===== src/rtl/pcint_pkg.sv =====
`timescale 1ns/1ps
package pcint_pkg;
   localparam int unsigned BUS_W = 8;

   // number of pins in group g when pins are packed into groups of gw
   function automatic int unsigned grp_width(input int unsigned npins,
                                             input int unsigned gw,
                                             input int unsigned g);
      int unsigned rest;
      rest = npins - g * gw;
      return (rest < gw) ? rest : gw;
   endfunction

   function automatic int unsigned grp_count(input int unsigned npins,
                                             input int unsigned gw);
      return (npins + gw - 1) / gw;
   endfunction
endpackage


===== src/rtl/pcint_sync.sv =====
`timescale 1ns/1ps
module pcint_sync #(
   parameter int unsigned WIDTH  = 28,
   parameter int unsigned STAGES = 2
) (
   input  logic             clk,
   input  logic             rst_n,
   input  logic [WIDTH-1:0] din_i,
   output logic [WIDTH-1:0] change_o
);
   if (STAGES < 2) begin : g_bad_stages
      $error("pcint_sync: STAGES must be at least 2");
   end
   if (WIDTH < 1) begin : g_bad_width
      $error("pcint_sync: WIDTH must be at least 1");
   end

   for (genvar i = 0; i < WIDTH; i++) begin : g_bit
      logic [STAGES-1:0] chain_q;
      logic              prev_q;

      always_ff @(posedge clk or negedge rst_n) begin
         if (!rst_n) begin
            chain_q <= '0;
            prev_q  <= 1'b0;
         end else begin
            chain_q <= {chain_q[STAGES-2:0], din_i[i]};
            prev_q  <= chain_q[STAGES-1];
         end
      end

      // either edge of the synchronised value
      assign change_o[i] = chain_q[STAGES-1] ^ prev_q;
   end
endmodule


===== src/rtl/pcint_group_flag.sv =====
`timescale 1ns/1ps
module pcint_group_flag #(
   parameter int unsigned WIDTH = 8
) (
   input  logic             clk,
   input  logic             rst_n,
   input  logic [WIDTH-1:0] change_i,
   input  logic [WIDTH-1:0] mask_i,
   input  logic             clr_i,
   output logic             flag_o
);
   if (WIDTH < 1 || WIDTH > pcint_pkg::BUS_W) begin : g_bad_width
      $error("pcint_group_flag: WIDTH out of range");
   end

   logic set_evt;
   logic flag_q;

   assign set_evt = |(change_i & mask_i);

   always_ff @(posedge clk or negedge rst_n) begin
      if (!rst_n)       flag_q <= 1'b0;
      else if (set_evt) flag_q <= 1'b1;
      else if (clr_i)   flag_q <= 1'b0;
   end

   assign flag_o = flag_q;

   AST_SET_WINS: assert property (@(posedge clk) disable iff (!rst_n)
      set_evt |=> flag_q);
   AST_STICKY: assert property (@(posedge clk) disable iff (!rst_n)
      (flag_q && !clr_i) |=> flag_q);
   AST_CLEAR_TAKES: assert property (@(posedge clk) disable iff (!rst_n)
      (clr_i && !set_evt) |=> !flag_q);
   AST_MASKED_QUIET: assert property (@(posedge clk) disable iff (!rst_n)
      (!flag_q && !(|(change_i & mask_i))) |=> !flag_q);
endmodule


===== src/rtl/pcint_regs.sv =====
`timescale 1ns/1ps
module pcint_regs #(
   parameter int unsigned NUM_PINS    = 28,
   parameter int unsigned GROUP_W     = 8,
   parameter int unsigned NUM_GROUPS  = 4,
   parameter logic [7:0]  FLAG_ADDR   = 8'h3B,
   parameter logic [7:0]  ENABLE_ADDR = 8'h68,
   parameter logic [7:0]  MASK_BASE   = 8'h6A
) (
   input  logic                  clk,
   input  logic                  rst_n,
   input  logic [7:0]            addr_i,
   input  logic [7:0]            wdata_i,
   input  logic                  we_i,
   input  logic                  re_i,
   output logic [7:0]            rdata_o,
   input  logic [NUM_GROUPS-1:0] flags_i,
   output logic [NUM_GROUPS-1:0] en_o,
   output logic [NUM_GROUPS-1:0] wclr_o,
   output logic [NUM_PINS-1:0]   mask_o
);
   localparam int unsigned BW = pcint_pkg::BUS_W;

   if (GROUP_W > BW || NUM_GROUPS > BW) begin : g_bad_fit
      $error("pcint_regs: groups or group width exceed the data bus");
   end

   // the last group's mask sits at MASK_BASE, group 0 follows it
   function automatic logic [7:0] mask_addr(input int unsigned g);
      return MASK_BASE + 8'((g + 1) % NUM_GROUPS);
   endfunction

   logic [GROUP_W-1:0]    mask_arr [NUM_GROUPS];
   logic [NUM_GROUPS-1:0] en_q;
   logic [BW-1:0]         rd_mux;
   logic [BW-1:0]         rdata_q;

   for (genvar g = 0; g < NUM_GROUPS; g++) begin : g_mask
      localparam int unsigned GW = pcint_pkg::grp_width(NUM_PINS, GROUP_W, g);
      localparam logic [GROUP_W-1:0] KEEP = {GROUP_W{1'b1}} >> (GROUP_W - GW);
      logic [GROUP_W-1:0] q;

      if (mask_addr(g) == FLAG_ADDR || mask_addr(g) == ENABLE_ADDR) begin : g_clash
         $error("pcint_regs: mask address collides with another register");
      end

      always_ff @(posedge clk or negedge rst_n) begin
         if (!rst_n)                             q <= '0;
         else if (we_i && addr_i == mask_addr(g)) q <= wdata_i[GROUP_W-1:0] & KEEP;
      end

      assign mask_arr[g]               = q;
      assign mask_o[g*GROUP_W +: GW]   = q[GW-1:0];
   end

   always_ff @(posedge clk or negedge rst_n) begin
      if (!rst_n)                              en_q <= '0;
      else if (we_i && addr_i == ENABLE_ADDR)  en_q <= wdata_i[NUM_GROUPS-1:0];
   end

   assign en_o   = en_q;
   assign wclr_o = (we_i && addr_i == FLAG_ADDR) ? wdata_i[NUM_GROUPS-1:0] : '0;

   always_comb begin
      rd_mux = '0;
      if (addr_i == FLAG_ADDR)   rd_mux[NUM_GROUPS-1:0] = flags_i;
      if (addr_i == ENABLE_ADDR) rd_mux[NUM_GROUPS-1:0] = en_q;
      for (int g = 0; g < NUM_GROUPS; g++) begin
         if (addr_i == mask_addr(g)) rd_mux[GROUP_W-1:0] = mask_arr[g];
      end
   end

   always_ff @(posedge clk or negedge rst_n) begin
      if (!rst_n) rdata_q <= '0;
      else        rdata_q <= re_i ? rd_mux : '0;
   end

   assign rdata_o = rdata_q;

   AST_RSVD_FLAG_ZERO: assert property (@(posedge clk) disable iff (!rst_n)
      (re_i && addr_i == FLAG_ADDR) |=> (rdata_o[BW-1:NUM_GROUPS] == '0));
   AST_IDLE_READ_ZERO: assert property (@(posedge clk) disable iff (!rst_n)
      !re_i |=> (rdata_o == '0));
endmodule


===== src/rtl/pin_change_irq_ctrl.sv =====
`timescale 1ns/1ps
module pin_change_irq_ctrl #(
   parameter int unsigned NUM_PINS    = 28,
   parameter int unsigned GROUP_W     = 8,
   parameter int unsigned SYNC_STAGES = 2,
   parameter logic [7:0]  FLAG_ADDR   = 8'h3B,
   parameter logic [7:0]  ENABLE_ADDR = 8'h68,
   parameter logic [7:0]  MASK_BASE   = 8'h6A,
   localparam int unsigned NG = pcint_pkg::grp_count(NUM_PINS, GROUP_W)
) (
   input  logic                clk,
   input  logic                rst_n,
   input  logic [NUM_PINS-1:0] pins_i,
   input  logic                gie_i,
   input  logic [NG-1:0]       ack_i,
   input  logic [7:0]          bus_addr_i,
   input  logic [7:0]          bus_wdata_i,
   input  logic                bus_we_i,
   input  logic                bus_re_i,
   output logic [7:0]          bus_rdata_o,
   output logic [NG-1:0]       irq_o
);
   if (NUM_PINS < 1 || GROUP_W < 1) begin : g_bad_size
      $error("pin_change_irq_ctrl: empty pin set");
   end

   logic [NUM_PINS-1:0] change;
   logic [NUM_PINS-1:0] mask;
   logic [NG-1:0]       flags;
   logic [NG-1:0]       en;
   logic [NG-1:0]       wclr;

   pcint_sync #(.WIDTH(NUM_PINS), .STAGES(SYNC_STAGES)) i_sync (
      .clk     (clk),
      .rst_n   (rst_n),
      .din_i   (pins_i),
      .change_o(change)
   );

   pcint_regs #(
      .NUM_PINS   (NUM_PINS),
      .GROUP_W    (GROUP_W),
      .NUM_GROUPS (NG),
      .FLAG_ADDR  (FLAG_ADDR),
      .ENABLE_ADDR(ENABLE_ADDR),
      .MASK_BASE  (MASK_BASE)
   ) i_regs (
      .clk    (clk),
      .rst_n  (rst_n),
      .addr_i (bus_addr_i),
      .wdata_i(bus_wdata_i),
      .we_i   (bus_we_i),
      .re_i   (bus_re_i),
      .rdata_o(bus_rdata_o),
      .flags_i(flags),
      .en_o   (en),
      .wclr_o (wclr),
      .mask_o (mask)
   );

   for (genvar g = 0; g < NG; g++) begin : g_grp
      localparam int unsigned GW = pcint_pkg::grp_width(NUM_PINS, GROUP_W, g);
      pcint_group_flag #(.WIDTH(GW)) i_flag (
         .clk     (clk),
         .rst_n   (rst_n),
         .change_i(change[g*GROUP_W +: GW]),
         .mask_i  (mask[g*GROUP_W +: GW]),
         .clr_i   (wclr[g] | ack_i[g]),
         .flag_o  (flags[g])
      );
      assign irq_o[g] = flags[g] & en[g] & gie_i;
   end

   AST_ACK_DROPS_IRQ: assert property (@(posedge clk) disable iff (!rst_n)
      (ack_i == '1 && change == '0) |=> (irq_o == '0));
endmodule


===== config.mk =====
export PLATFORM = sky130hd
export DESIGN_NAME = pin_change_irq_ctrl
export DESIGN_NICKNAME = d
export VERILOG_FILES = /design/src/rtl/pcint_pkg.sv /design/src/rtl/pcint_sync.sv /design/src/rtl/pcint_group_flag.sv /design/src/rtl/pcint_regs.sv /design/src/rtl/pin_change_irq_ctrl.sv
export SDC_FILE = /design/constraint.sdc
export NUM_CORES = 1
export LEC_CHECK = 0
export BUFFER_PORTS_ARGS = -buffer_cell sky130_fd_sc_hd__clkbuf_2
export CAP_MARGIN = 20
export CELL_PAD_IN_SITES_DETAIL_PLACEMENT = 0
export CELL_PAD_IN_SITES_GLOBAL_PLACEMENT = 1
export CORE_ASPECT_RATIO = 0.6
export CORE_MARGIN = 2
export CORE_UTILIZATION = 39
export CTS_CLUSTER_DIAMETER = 100
export CTS_CLUSTER_SIZE = 28
export DETAILED_ROUTE_END_ITERATION = 10
export PLACE_DENSITY_LB_ADDON = 0.15
export SETUP_SLACK_MARGIN = 0.3
export SLEW_MARGIN = 10
export SYNTH_ARGS = -nofsm -noshare
export SYNTH_HDL_FRONTEND = slang
export SYNTH_HIERARCHICAL = 1
export SYNTH_SLANG_ARGS = --single-unit
export TNS_END_PERCENT = 1

===== constraint.sdc =====
create_clock -name clk -period 2.22 [get_ports clk]
set_input_delay 0.444 -clock clk [delete_from_list [all_inputs] [get_ports clk]]
set_output_delay 0.444 -clock clk [all_outputs]
set_load 0.03 [all_outputs]

# [After elaboration in Yosys (flattened, before gate mapping)]
# Index checks and enable logic that the tools add are counted.
[totals] latch_bits=0 input_bits=53 regBits=128 word_cells=146 memories=0 out_inout_bits=12 ram_bits=0 rom_bits=0
[op_classes] shift=0 n_lt_le_gt_ge=0 bitwise=44 multipliers=0 reduce_logical=14 mux=16 div=0 addsub=0 eq_ne=6
[ops] operator="$eq 8x7->1 const B" n=5
[ops] operator="$mux 8" n=5
[ops] operator="$xor 1x1->1" n=28
[ops] operator="$and 8x8->8" n=3
[ops] operator="$reduce_or 8->1" n=3
[ops] operator="$mux 4" n=3
[ops] operator="$and 1x1->1" n=8
[ops] operator="$eq 8x6->1 const B" n=1
[ops] operator="$mux 1" n=8
[ops] operator="$reduce_bool 2->1" n=4
[ops] operator="$logic_and 1x1->1" n=6
[ops] operator="$and 4x4->4" n=1
[ops] operator="$or 1x1->1" n=4
[ops] operator="$reduce_or 4->1" n=1

# [Logic depth before layout (Yosys ltp)]
# Gate-level depths: netlist (run 1).
[depth] depth_word=8 depth_mapped=9

# [Modules after synthesis]
# Netlist (run 1), hierarchy kept.
[by_module_without_submodules] module="pcint_sync" n_inst=1 cells_each=112 area_each_um2=2347.3
[by_module_without_submodules] module="pcint_regs" n_inst=1 cells_each=157 area_each_um2=1975.6
[by_module_without_submodules] module="pcint_group_flag (g_grp[0].i_flag ...)" n_inst=3 cells_each=7 area_each_um2=75.1
[by_module_without_submodules] module="pcint_group_flag (g_grp[3].i_flag)" n_inst=1 cells_each=6 area_each_um2=52.6
[by_module_without_submodules] module="pin_change_irq_ctrl" n_inst=1 cells_each=8 area_each_um2=52.6

# [Worst setup path after synthesis (run 1)]
# OpenSTA, ideal clock, no wires.
[synth_path] kind="input to register" from="input port bus_addr_i[0]" to="register g_grp[0].i_flag.flag_q" t_required_ns=2.085 n_path_buf=1 setup_time_ns=0.135 path_stages=9 arrival_ns=1.735 setup_slack_ns=0.350 path_cell_list="buf_2 nand4b_1 nor3b_1 and3_1 and2_1 or2_1 inv_1 a222oi_1 nand3_1"
[synth_via] elab_chain_len=5
[synth_rtl] item="start: declaration" line="pin_change_irq_ctrl.sv:16" text="input logic [7:0] bus_addr_i,"
[synth_rtl] item="$eq 8x6->1" line="pcint_regs.sv:62" text="assign wclr_o = (we_i && addr_i == FLAG_ADDR) ? wdata_i[NUM_GROUPS-1:0] : '0;"
[synth_rtl] item="$logic_and 1x1->1" line="pcint_regs.sv:62"
[synth_rtl] item="$mux 4" line="pcint_regs.sv:62"
[synth_rtl] item="via wclr[0]" line="pin_change_irq_ctrl.sv:31" text="logic [NG-1:0] wclr;"
[synth_rtl] item="$or 1x1->1" line="pin_change_irq_ctrl.sv:68" text=".clr_i (wclr[g] | ack_i[g]),"
[synth_rtl] item="$reduce_bool 2->1 (no line)"
[synth_rtl] item="end signal: assignment" line="pcint_group_flag.sv:22" text="if (!rst_n) flag_q <= 1'b0;"
[synth_rtl] item="end signal: assignment" line="pcint_group_flag.sv:23" text="else if (set_evt) flag_q <= 1'b1;"
[synth_rtl] item="end signal: assignment" line="pcint_group_flag.sv:24" text="else if (clr_i) flag_q <= 1'b0;"
[synth_rtl] item="end: declaration" line="pcint_group_flag.sv:17" text="logic flag_q;"
# The timed path passes the listed nets, and every way through them passes these cells.
# A chain may end at the register's enable or synchronous reset.

# [Final worst setup path (run 1)]
[layout_path] from="input port bus_addr_i[1]" to="register g_grp[0].i_flag.flag_q"
# Same word-level chain as after synthesis.

==> results of run 1 <==
-- per-layer routing --
| layer | global-route usage, % | vias up | share of wire, % |
|---|---|---|---|
| li1 | - | 1252 | - |
| met1 | 23.7 | 1379 | 51 |
| met2 | 23.1 | 65 | 43 |
| met3 | 5.26 | 4 | 5.3 |
| met4 | 4.59 | 0 | 0.54 |
| met5 | 0 | - | 0 |
-- worst max-delay path, stage by stage --
cell      delay [ns]
clkbuf_2        0.17
nand4b_1        0.18
nor3b_1         0.26
and3_1          0.27
and2_1          0.14
or2_1           0.09
inv_1           0.04
a222oi_1        0.24
nand3_1         0.12
-- worst paths after layout --
check,start,end,slack (ns),cells after the start
worst max-delay path,bus_addr_i[1],g_grp[0].i_flag/flag_o,0.54,9
worst max register to register,i_sync/g_bit[21].prev_q,g_grp[2].i_flag/flag_o,1.00,4
worst min register to register,i_sync/g_bit[3].chain_q[0],i_sync/g_bit[3].chain_q[1],0.34,0
max in group asynchronous,rst_n,i_regs/g_mask[1].q[6],1.06,3
worst min-delay path,pins_i[20],i_sync/g_bit[20].chain_q[0],0.14,1
min in group asynchronous,rst_n,i_sync/g_bit[7].chain_q[0],0.53,2
-- per-stage QoR --
| stage | total power, mW | hold slack (ns) | instances | utilization [%] |
|---|---|---|---|---|
| finish | 5.75 | 0.145 | 564 | 51.1 |
| global route | 5.98 | 0.127 | 564 | 51.1 |
| CTS | 5.83 | 0.130 | 564 | 51.1 |
| detailed placement | 2.88 | 0.335 | 531 | 45.6 |
| global placement | 2.87 | 0.332 | 531 | 45.6 |
| floorplan | 2.69 | 0.148 | 304 | - |
-- synthesized netlist by cell type --
cell and count:
a211oi_1 1, a21oi_1 4, a221oi_2 3, a222oi_1 3, a22o_1 3, a22oi_1 11, and2_1 4, and3_1 3
and3_2 2, and3_4 2, and4bb_4 1, buf_12 1, buf_2 1, buf_6 1, clkbuf_1 2, dfrtp_1 128
inv_1 7, mux2_2 27, mux2_4 8, nand2_1 6, nand2b_1 8, nand3_1 6, nand3_2 1, nand4_1 4
nand4b_1 1, nand4bb_1 1, nor2_1 6, nor2_2 1, nor2b_1 5, nor2b_4 1, nor3_1 1, nor3b_1 2
nor4b_1 1, o2111ai_1 1, o211ai_1 1, o21ai_0 6, o221ai_1 3, o22a_1 4, or2_1 4, or3b_1 1
xor2_1 28
-- power by group through the flow --
stage	Sequential [mW]	Combinational, mW	Clock [mW]
after floorplan	2.55	0.140	0
after global placement	2.59	0.289	0
after detailed placement	2.59	0.293	0
after CTS	2.55	0.298	2.99
after global routing	2.56	0.329	3.09
final	2.55	0.290	2.91
-- repair_timing --
item	in CTS	in global routing
endpoints found under the setup margin	0	0
hold buffers	1	0
endpoints found under the hold margin	32	0
-- placed cells by master, fill, tap and decap left out, types with 3 or more instances in the layout --
cell,instances
xor2_1,28
clkinv_2,3
a222oi_1,3
nor2_1,6
nand3_1,6
dfrtp_1,128
nand2b_1,8
nand4_1,4
a221oi_2,3
a22oi_1,11
and3_1,3
a21oi_1,4
o21ai_0,6
clkbuf_16,17
clkbuf_2,63
o22a_1,4
o221ai_1,3
mux2_2,27
buf_4,7
nor2b_1,5
a22o_1,3
or2_1,4
bufinv_16,4
nand2_1,6
clkinv_4,3
and2_1,4
mux2_4,8
inv_1,7
-- area by class of cell --
cell class                 instances  share of cell area (%)
inverter                           7                   0.449
clock inverter                    13                    3.16
timing repair buffer              73                    7.14
sequential                       128                    54.7
multi-input combinational        164                    23.6
clock buffer                      19                    7.56
tap                              160                    3.42
-- cells by family after synthesis --
logic type | synth area share [%]
DFF | 68.8
and+or+nand+nor | 8.42
AOI/OAI and AO/OA | 6.86
muxes | 9.12
xor gates and xnor gates | 5.27
buffers and inverters | 1.51
-- flip-flops by register name, summed over array words and instances (netlist names) --
name	count
g_grp.i_flag/flag_o	4
i_regs/en_o	4
i_regs/g_mask.q	28
i_regs/rdata_o	8
i_sync/g_bit.chain_q	56
i_sync/g_bit.prev_q	28
==> impl_results.md, run 1 <==
- Number of antenna violations at the first check in global routing: 0
- Row count: 30
- DRT iter0 DRCs: ~130
- Area of the multi-input gates: roughly 1400 µm²
- Wirelength per Cell: 16.7 µm
- Post-CTS setup buffer count: 0
- I/O Buffers: 64
- Avg Vias per Cell: roughly 4.8
- Die area: around 13000 µm²
- Nets: roughly 440
- Core Area: 11400 µm²
- Vias in the first global route: between 2000 and 3000
- DIE WIDTH: between 100 and 150 µm
- Antenna viol nets, final: 0
- Die Ht: 88.6 µm
- Setup WS pre-CTS: 0.132 ns
- Fin Setup TNS: 0 ns
- ANT cells: 0
- Pwr/cell area: 982 nW/µm²
- Crit-path max FO: 7
- FILL cells: 980
- Worst Path Arrival: between 1.5 and 2 ns
- Sequential cell area: 3200 µm²
- CTS tree: yes
- Status: complete, no violations
- Gpl congestion: 0.823
- Reg clk slew, reported paths: 0.06 ns
- Global route total overflow: 0
- # setup viols final: 0
- Clock network fraction of design power: 50.7%
- Clk_skew: around 0.011 ns
- Total wire length: around 9400 µm
- Final Cycle Share: between 70% and 80%
- Synthesized Nets: 357
- Internal Dissipation: 4.51 mW
- Tmin final: about 1.7 ns
- # H-tree levels: 4
- Netlist cell types: 41
- # DRC: 0
- Post-DP HPWL: ~6700 µm
- Top area cells in the synthesized netlist: dfrtp_1 (69%), mux2_2 (6.5%), xor2_1 (5.3%)
- Clk buf depth: 2
- Sequential share of power: ~44%
- Yosys warning count: 6
- Hold Crit Class: in2reg
- Max_slew headroom: between 60 and 70%
- Critical path type: in2reg
- Worst IR Drop VDD: 513 µV
- Placement Cell Area: approximately 5200 µm²
- P_sw: about 1.2 mW
- Logic pwr share: around 5.0%
- Synthesized area per cell: 15.3 µm²
- Switching share of power: a little over a fifth
- Final Max Tran Viols: 0
- Sink Count: between 100 and 150
- Post_cts resized: 0
- F_max: 596 MHz
- CP endpoint kind: flop
- Yosys top cell area share: 68.8%
- Largest net degree at the start of global routing: between 50 and 60
- Total track usage: between 10% and 20%
- DRT Pass-1 Iters: 4
- Global-route wire length before repair: 15300 µm
- Required time of the critical path: approximately 2.5 ns
- Synth area leader: dfrtp_1
- Layout cells sized above 1: between 30 and 40%
- Lkg Pwr: approximately 2.7 nW
- Worst-margin pin slew: 0.460 ns
- Routed vias: 2700
- Seq/Total Area, Yosys: 68.8%
- Starting Density: 40.6%
- Post-synthesis cell area: 4650 µm²
- Clock buffer count from CTS: 17
- Clk_lat worst skew: approximately 0.4 ns
- Critical path launch point type: input port
- Final WS setup: ~0.54 ns
- Max cap viols: 0
- RSZ-0062 raised after global routing: no
- Area grow syn2layout: 25.8%
- I/O pin cnt: between 60 and 70
- Synth Instances: slightly above 300
- Yosys reg bits: between 100 and 150
- Cell area after layout: between 5000 and 6000 µm²
- Final Hold Viols: 0
- Root buffer cell: clkbuf_16
Power figures use the tool's default switching activity.
==> inputs of run 2 (changes only) <==
- clock period: 2.22 -> 1.4 ns (I/O delays scaled with it)
==> run 2 against run 1 <==
The flow now finishes with violations (negative setup slack). Final cell count is 9.8% higher. Critical path depth is 7 lower. Register-to-register slack worse by 0.83 ns. Critical path type is now reg2out. Flip-flop and latch count stayed put. Setup slack worse by 0.58 ns. Power is 58% higher.
==> impl_results.md, run 2 (same netlist as run 1, synthesis figures left out) <==
- CP cell instances: and3_4 -> clkbuf_8
- I/O pin cnt: 65
- Hold_sp: bus_wdata_i[5]
- Final Cycle Share: 103%
- Layout cells sized above 1: around 44%
- Worst IR Drop VDD: 672 µV
- Die area: 12800 µm²
- Reg clk slew, reported paths: about 0.06 ns
- RSZ-0062 raised after global routing: yes
- R2R Path Start: i_sync/g_bit[13].prev_q
- # DRC: 0
- Max reg flops: 56
- Worst-margin pin slew: roughly 0.37 ns
- Clk buf depth: 2
- Finished Core Util: around three fifths
- Avg Vias per Cell: 4.82
- Pwr/cell area: 1350 nW/µm²
- Clk_skew: between 0.007 and 0.008 ns
- Clock buffer count from CTS: 17
- Global route total overflow: 0
- DIE WIDTH: around 150 µm
- Post-DP HPWL: ~7300 µm
- Crit-path max cell delay: between 0.4 and 0.5 ns
- CP endpoint kind: primary output
- # H-tree levels: 4
- Hold Crit Class: in2reg
- Commonest non-fill, non-tap cell in the layout: dfrtp_1
- Final Max Tran Viols: 0
- Final Hold Viols: 0
- Worst Path Arrival: 1.16 ns
- DRT iter0 DRCs: 150
- Sink Count: 128
- Biggest register: i_sync/g_bit.chain_q
- Nets: about 500
- Min-Delay Endpoint: i_regs/g_mask[2].q[5]
- Core Area: about 11000 µm²
- Hold depth: 2
- Tmin final: 1.44 ns
- Total track usage: 18.6%
- Max cap viols: 0
- # setup viols final: 3
- Clk_lat worst skew: 0.41 ns
- Vias in the first global route: just over 3000
- Row count: 30
- Crit-path max FO: 2
- Lkg Pwr: approximately 3.1 nW
- Antenna viol nets, final: 0
- Wirelength per Cell: about 17 µm
- Critical path type: reg2out
- Area grow syn2layout: 44.8%
- Die Ht: slightly below 90 µm
- Worst reg2reg setup slack: roughly 0.17 ns
- Root buffer cell: clkbuf_16
- Failing checks: negative setup slack
- Status: finished, violations left
- Most frequent cells in the layout: dfrtp_1 (128), clkbuf_2 (47), dlygate4sd3_1 (29), mux2_4 (29)
- Required time of the critical path: 1.12 ns
- Slowest CP cell: dfrtp_1
- DRT Pass-1 Iters: 4
- Gpl congestion: 0.882
- FILL cells: between 900 and 1000
- Reg-to-Reg End: g_grp[1].i_flag/flag_o
- Largest registers: i_sync/g_bit.chain_q (56), i_regs/g_mask.q (28), i_sync/g_bit.prev_q (28)
- Total power: a little over 9 mW
- Total wire length: 10700 µm
- Max_slew headroom: about three quarters
- Global-route wire length before repair: 17400 µm
- Reg2Reg Depth: 4
- ANT cells: 0
- Number of antenna violations at the first check in global routing: 0
- F_max: 693 MHz
- Starting Density: 40.6%
- CTS tree: yes
- Critical path launch point type: flop
- Largest net degree at the start of global routing: 32
- I/O Buffers: 64
- Routed vias: 2981
- Final WS setup: -0.0422 ns
==> run 2: cell count changes in the layout (fill, tap and decap cells not counted), moves of 4 or more <==
| cell | previous run | this run |
|---|---|---|
| mux2_4 | 8 | 29 |
| clkbuf_2 | 63 | 47 |
| and3_4 | 2 | 7 |
| mux2_2 | 27 | 6 |
| buf_4 | 7 | 28 |
| buf_8 | 0 | 12 |
| a22oi_2 | 0 | 4 |
| buf_6 | 0 | 5 |
| clkbuf_8 | 1 | 5 |
| a22oi_1 | 11 | 7 |
| dlygate4sd3_1 | 1 | 29 |
==> run 2: routing by layer <==
metal	routed length, µm	global-route usage [%]	vias to the layer above
met5	0	0	-
met4	145	6.21	0
met3	724	5.72	11
met2	4720	25.8	86
met1	5150	27.6	1525
li1	-	-	1359
==> run 2: report_power, final <==
group | internal, mW | leakage [nW] | switching [mW]
Sequential | 3.90 | 1.58 | 0.134
Combinational | 0.384 | 1.26 | 0.328
Clock | 2.72 | 0.283 | 1.61
Total | 7.00 | 3.13 | 2.08
==> run 2: worst max-delay path by stage <==
stage	end	slack, ns	from	cells after the start
after floorplan	g_grp[0].i_flag/flag_o	-0.20	bus_addr_i[0]	9
after global placement	g_grp[0].i_flag/flag_o	-0.40	bus_addr_i[2]	9
after detailed placement	g_grp[0].i_flag/flag_o	-0.45	bus_addr_i[2]	9
after CTS	irq_o[2]	-0.05	g_grp[2].i_flag/flag_o	2
after global routing	g_grp[1].i_flag/flag_o	-0.13	bus_addr_i[2]	9
final	irq_o[1]	-0.04	g_grp[1].i_flag/flag_o	2
==> run 2: critical path, delay by kind of cell (launching register included) <==
| family | cells | cell delay (ns) |
|---|---|---|
| AND/OR/NAND/NOR | 1 | 0.20 |
| flip-flops | 1 | 0.41 |
| buffers and inverters | 1 | 0.15 |
==> run 2: what timing repair did <==
action	in CTS	in global routing
setup endpoints to repair	54	54
gates resized for setup	72	32
hold endpoints to repair	44	0
setup buffers	6	0
hold buffers	29	0
pin swaps	35	25
==> run 2: per-stage QoR <==
step                area (µm²)  TNS, ns  hold WS [ns]  worst slack [ns]  instances
finish                    6740  -0.0718         0.153           -0.0422        619
CTS                       6630   -0.102         0.138           -0.0482        619
global route              6740   -0.548         0.145            -0.131        619
global placement          5390   -10.62         0.219            -0.398        552
floorplan                 4670    -2.72       -0.0156            -0.197        304
detailed placement        5390   -10.85         0.217            -0.446        552
==> run 2: cell type report <==
class                   count  area [µm²]  area share [%]
repair buffers            128        1090            16.2
multi-input cells         164        1620            24.1
clock buffers              20         457            6.78
flip-flops and latches    128        3200            47.5
well taps                 160         200            2.97
inverters                   7        26.3           0.390
clock inverters            12         133            1.97
==> inputs of run 3 (changes only) <==
- SETUP_SLACK_MARGIN: 0.3 -> 0.5
==> run 3 against run 2 <==
The run still ends with negative setup slack left. Hold slack got worse by 0.0021 ns. Sequential share of layout area fell by 0.32 points. Register-to-register slack got worse by 0.02 ns.
==> impl_results.md, run 3 (same netlist as run 1, synthesis figures left out) <==
- Finished Core Util: around three fifths
- CP cell instances: and3_4 -> clkbuf_8
- Gpl congestion: just under 0.9
- Required time of the critical path: 1.12 ns
- Vias in the first global route: 3088
- FILL cells: between 900 and 1000
- Max_slew headroom: around four fifths
- Global-route wire length before repair: approximately 18000 µm
- Worst Path Arrival: roughly 1.1 ns
- Commonest non-fill, non-tap cell in the layout: dfrtp_1
- Status: finished, violations left
- Core Area: between 10000 and 15000 µm²
- Worst-margin pin slew: ~0.29 ns
- Worst setup startpoint: g_grp[1].i_flag/flag_o
- Failing checks: negative setup slack
- Critical path type: reg2out
- Sequential cell area: about 3200 µm²
- Crit-path max cell delay: about 0.40 ns
- Post-DP HPWL: 7300 µm
- Sink Count: roughly 130
- Max cap viols: 0
- Clk_skew: around 0.0066 ns
- Setup WS pre-CTS: -0.446 ns
- Critical path launch point type: flop
- DIE WIDTH: about 150 µm
- Largest registers: i_sync/g_bit.chain_q (56), i_regs/g_mask.q (28), i_sync/g_bit.prev_q (28)
- Cell area after layout: about 6800 µm²
- Slowest CP cell: dfrtp_1
- Root buffer cell: clkbuf_16
- Avg Vias per Cell: 4.79
- Logic pwr share: about 8.0%
- R2R Path Start: i_sync/g_bit[13].prev_q
- Hold Crit Class: in2reg
- Worst IR Drop VDD: between 700 and 800 µV
- Final Cycle Share: 102%
- Clk_lat worst skew: just over 0.4 ns
- Reg-to-Reg End: g_grp[1].i_flag/flag_o
- Max reg flops: between 50 and 60
- Switching share of power: 22.9%
- CP endpoint kind: primary output
- Die Ht: 88.6 µm
- Sequential share of power: approximately 44%
- DRT iter0 DRCs: 168
- Reg2Reg Depth: 4
- Die area: 12800 µm²
- I/O Buffers: 64
- # setup viols final: 3
- # DRC: 0
- DRT Pass-1 Iters: 4
- Tmin final: around 1.4 ns
- Area of the multi-input gates: between 1500 and 2000 µm²
- Final Max Tran Viols: 0
- I/O pin cnt: 65
- Starting Density: 40.6%
- Reg clk slew, reported paths: roughly 0.060 ns
- Worst reg2reg setup slack: around 0.15 ns
- Area grow syn2layout: 45.8%
- Biggest register: i_sync/g_bit.chain_q
- Pwr/cell area: around 1300 nW/µm²
- Global route total overflow: 0
- # H-tree levels: 4
- Wirelength per Cell: between 15 and 20 µm
- Final Hold Viols: 0
- Total wire length: 10800 µm
- Total track usage: roughly a fifth
- CTS tree: yes
- F_max: between 700 and 800 MHz
- P_sw: about 2.1 mW
- Lkg Pwr: about 3.1 nW
- Clk buf depth: 2
- Total power: 9.09 mW
- Crit-path max FO: 2
- Clock network fraction of design power: 47.7%
- Clock buffer count from CTS: 17
- RSZ-0062 raised after global routing: yes
- Nets: approximately 500
- Largest net degree at the start of global routing: 32
- Routed vias: 2968
- ANT cells: 0
- Placement Cell Area: ~5400 µm²
- Number of antenna violations at the first check in global routing: 0
- Internal Dissipation: around 7.0 mW
- Row count: 30
- Antenna viol nets, final: 0
- Most frequent cells in the layout: dfrtp_1 (128), clkbuf_2 (47), mux2_4 (35), dlygate4sd3_1 (29), xor2_1 (28)
- Crit path capture: irq_o[1]
- Layout cells sized above 1: roughly 44%
- Final WS setup: -0.0232 ns
==> run 3: timing repair <==
item | CTS | global route
pin swaps | 39 | 28
resized for setup | 90 | 25
endpoints found under the setup margin | 56 | 69
hold buffers | 29 | 0
hold endpoints to repair | 44 | 0
buffers inserted | 6 | 0
==> run 3: power groups by stage <==
stage / Combinational (mW) / Clock (mW) / Sequential (mW)
floorplan: 0.224 / 0 / 4.05
CTS: 0.713 / 4.43 / 4.04
global placement: 0.503 / 0 / 4.10
detailed placement: 0.506 / 0 / 4.11
global route: 0.788 / 4.62 / 4.06
finish: 0.724 / 4.33 / 4.04
==> run 3: worst min-delay path by stage <==
stage	slack (ns)	to	cells past startpoint	from
2_1_floorplan	-0.02	g_grp[0].i_flag/flag_o	0	rst_n
3_3_place_gp	0.22	i_sync/g_bit[26].prev_q	1	rst_n
3_5_place_dp	0.22	i_sync/g_bit[26].prev_q	1	rst_n
4_1_cts	0.14	i_regs/g_mask[2].q[5]	2	bus_wdata_i[5]
5_1_grt	0.14	i_regs/g_mask[1].q[6]	2	bus_wdata_i[6]
6_report	0.15	i_regs/g_mask[2].q[5]	2	bus_wdata_i[5]
==> run 3: cell type report <==
type / count / share of cell area (%)
sequential: 128 / 47.2
timing repair buffer: 128 / 16.2
inverter: 7 / 0.387
tap: 160 / 2.95
multi-input combinational: 164 / 24.5
clock buffer: 20 / 6.73
clock inverter: 12 / 1.96
==> run 3: stage by stage <==
step | hold WS [ns] | TNS [ns] | instances
after floorplan | -0.0156 | -2.72 | 304
after global placement | 0.219 | -10.62 | 552
after detailed placement | 0.217 | -10.85 | 552
after CTS | 0.138 | -0.102 | 619
after global routing | 0.144 | -0.537 | 619
final | 0.151 | -0.0527 | 619
==> run 3: routing by layer <==
metal	wire length [µm]	up-vias	track usage [%]
li1	-	1365	-
met1	5420	1517	28.0
met2	4750	77	26.6
met3	498	9	5.62
met4	113	0	5.67
met5	0	-	0
==> run 3: worst max-delay path: cells and delay by family, from the launching register on <==
| family | cells | cell delay (ns) |
|---|---|---|
| flip-flops | 1 | 0.40 |
| AND/OR/NAND/NOR | 1 | 0.19 |
| buffers and inverters | 1 | 0.15 |
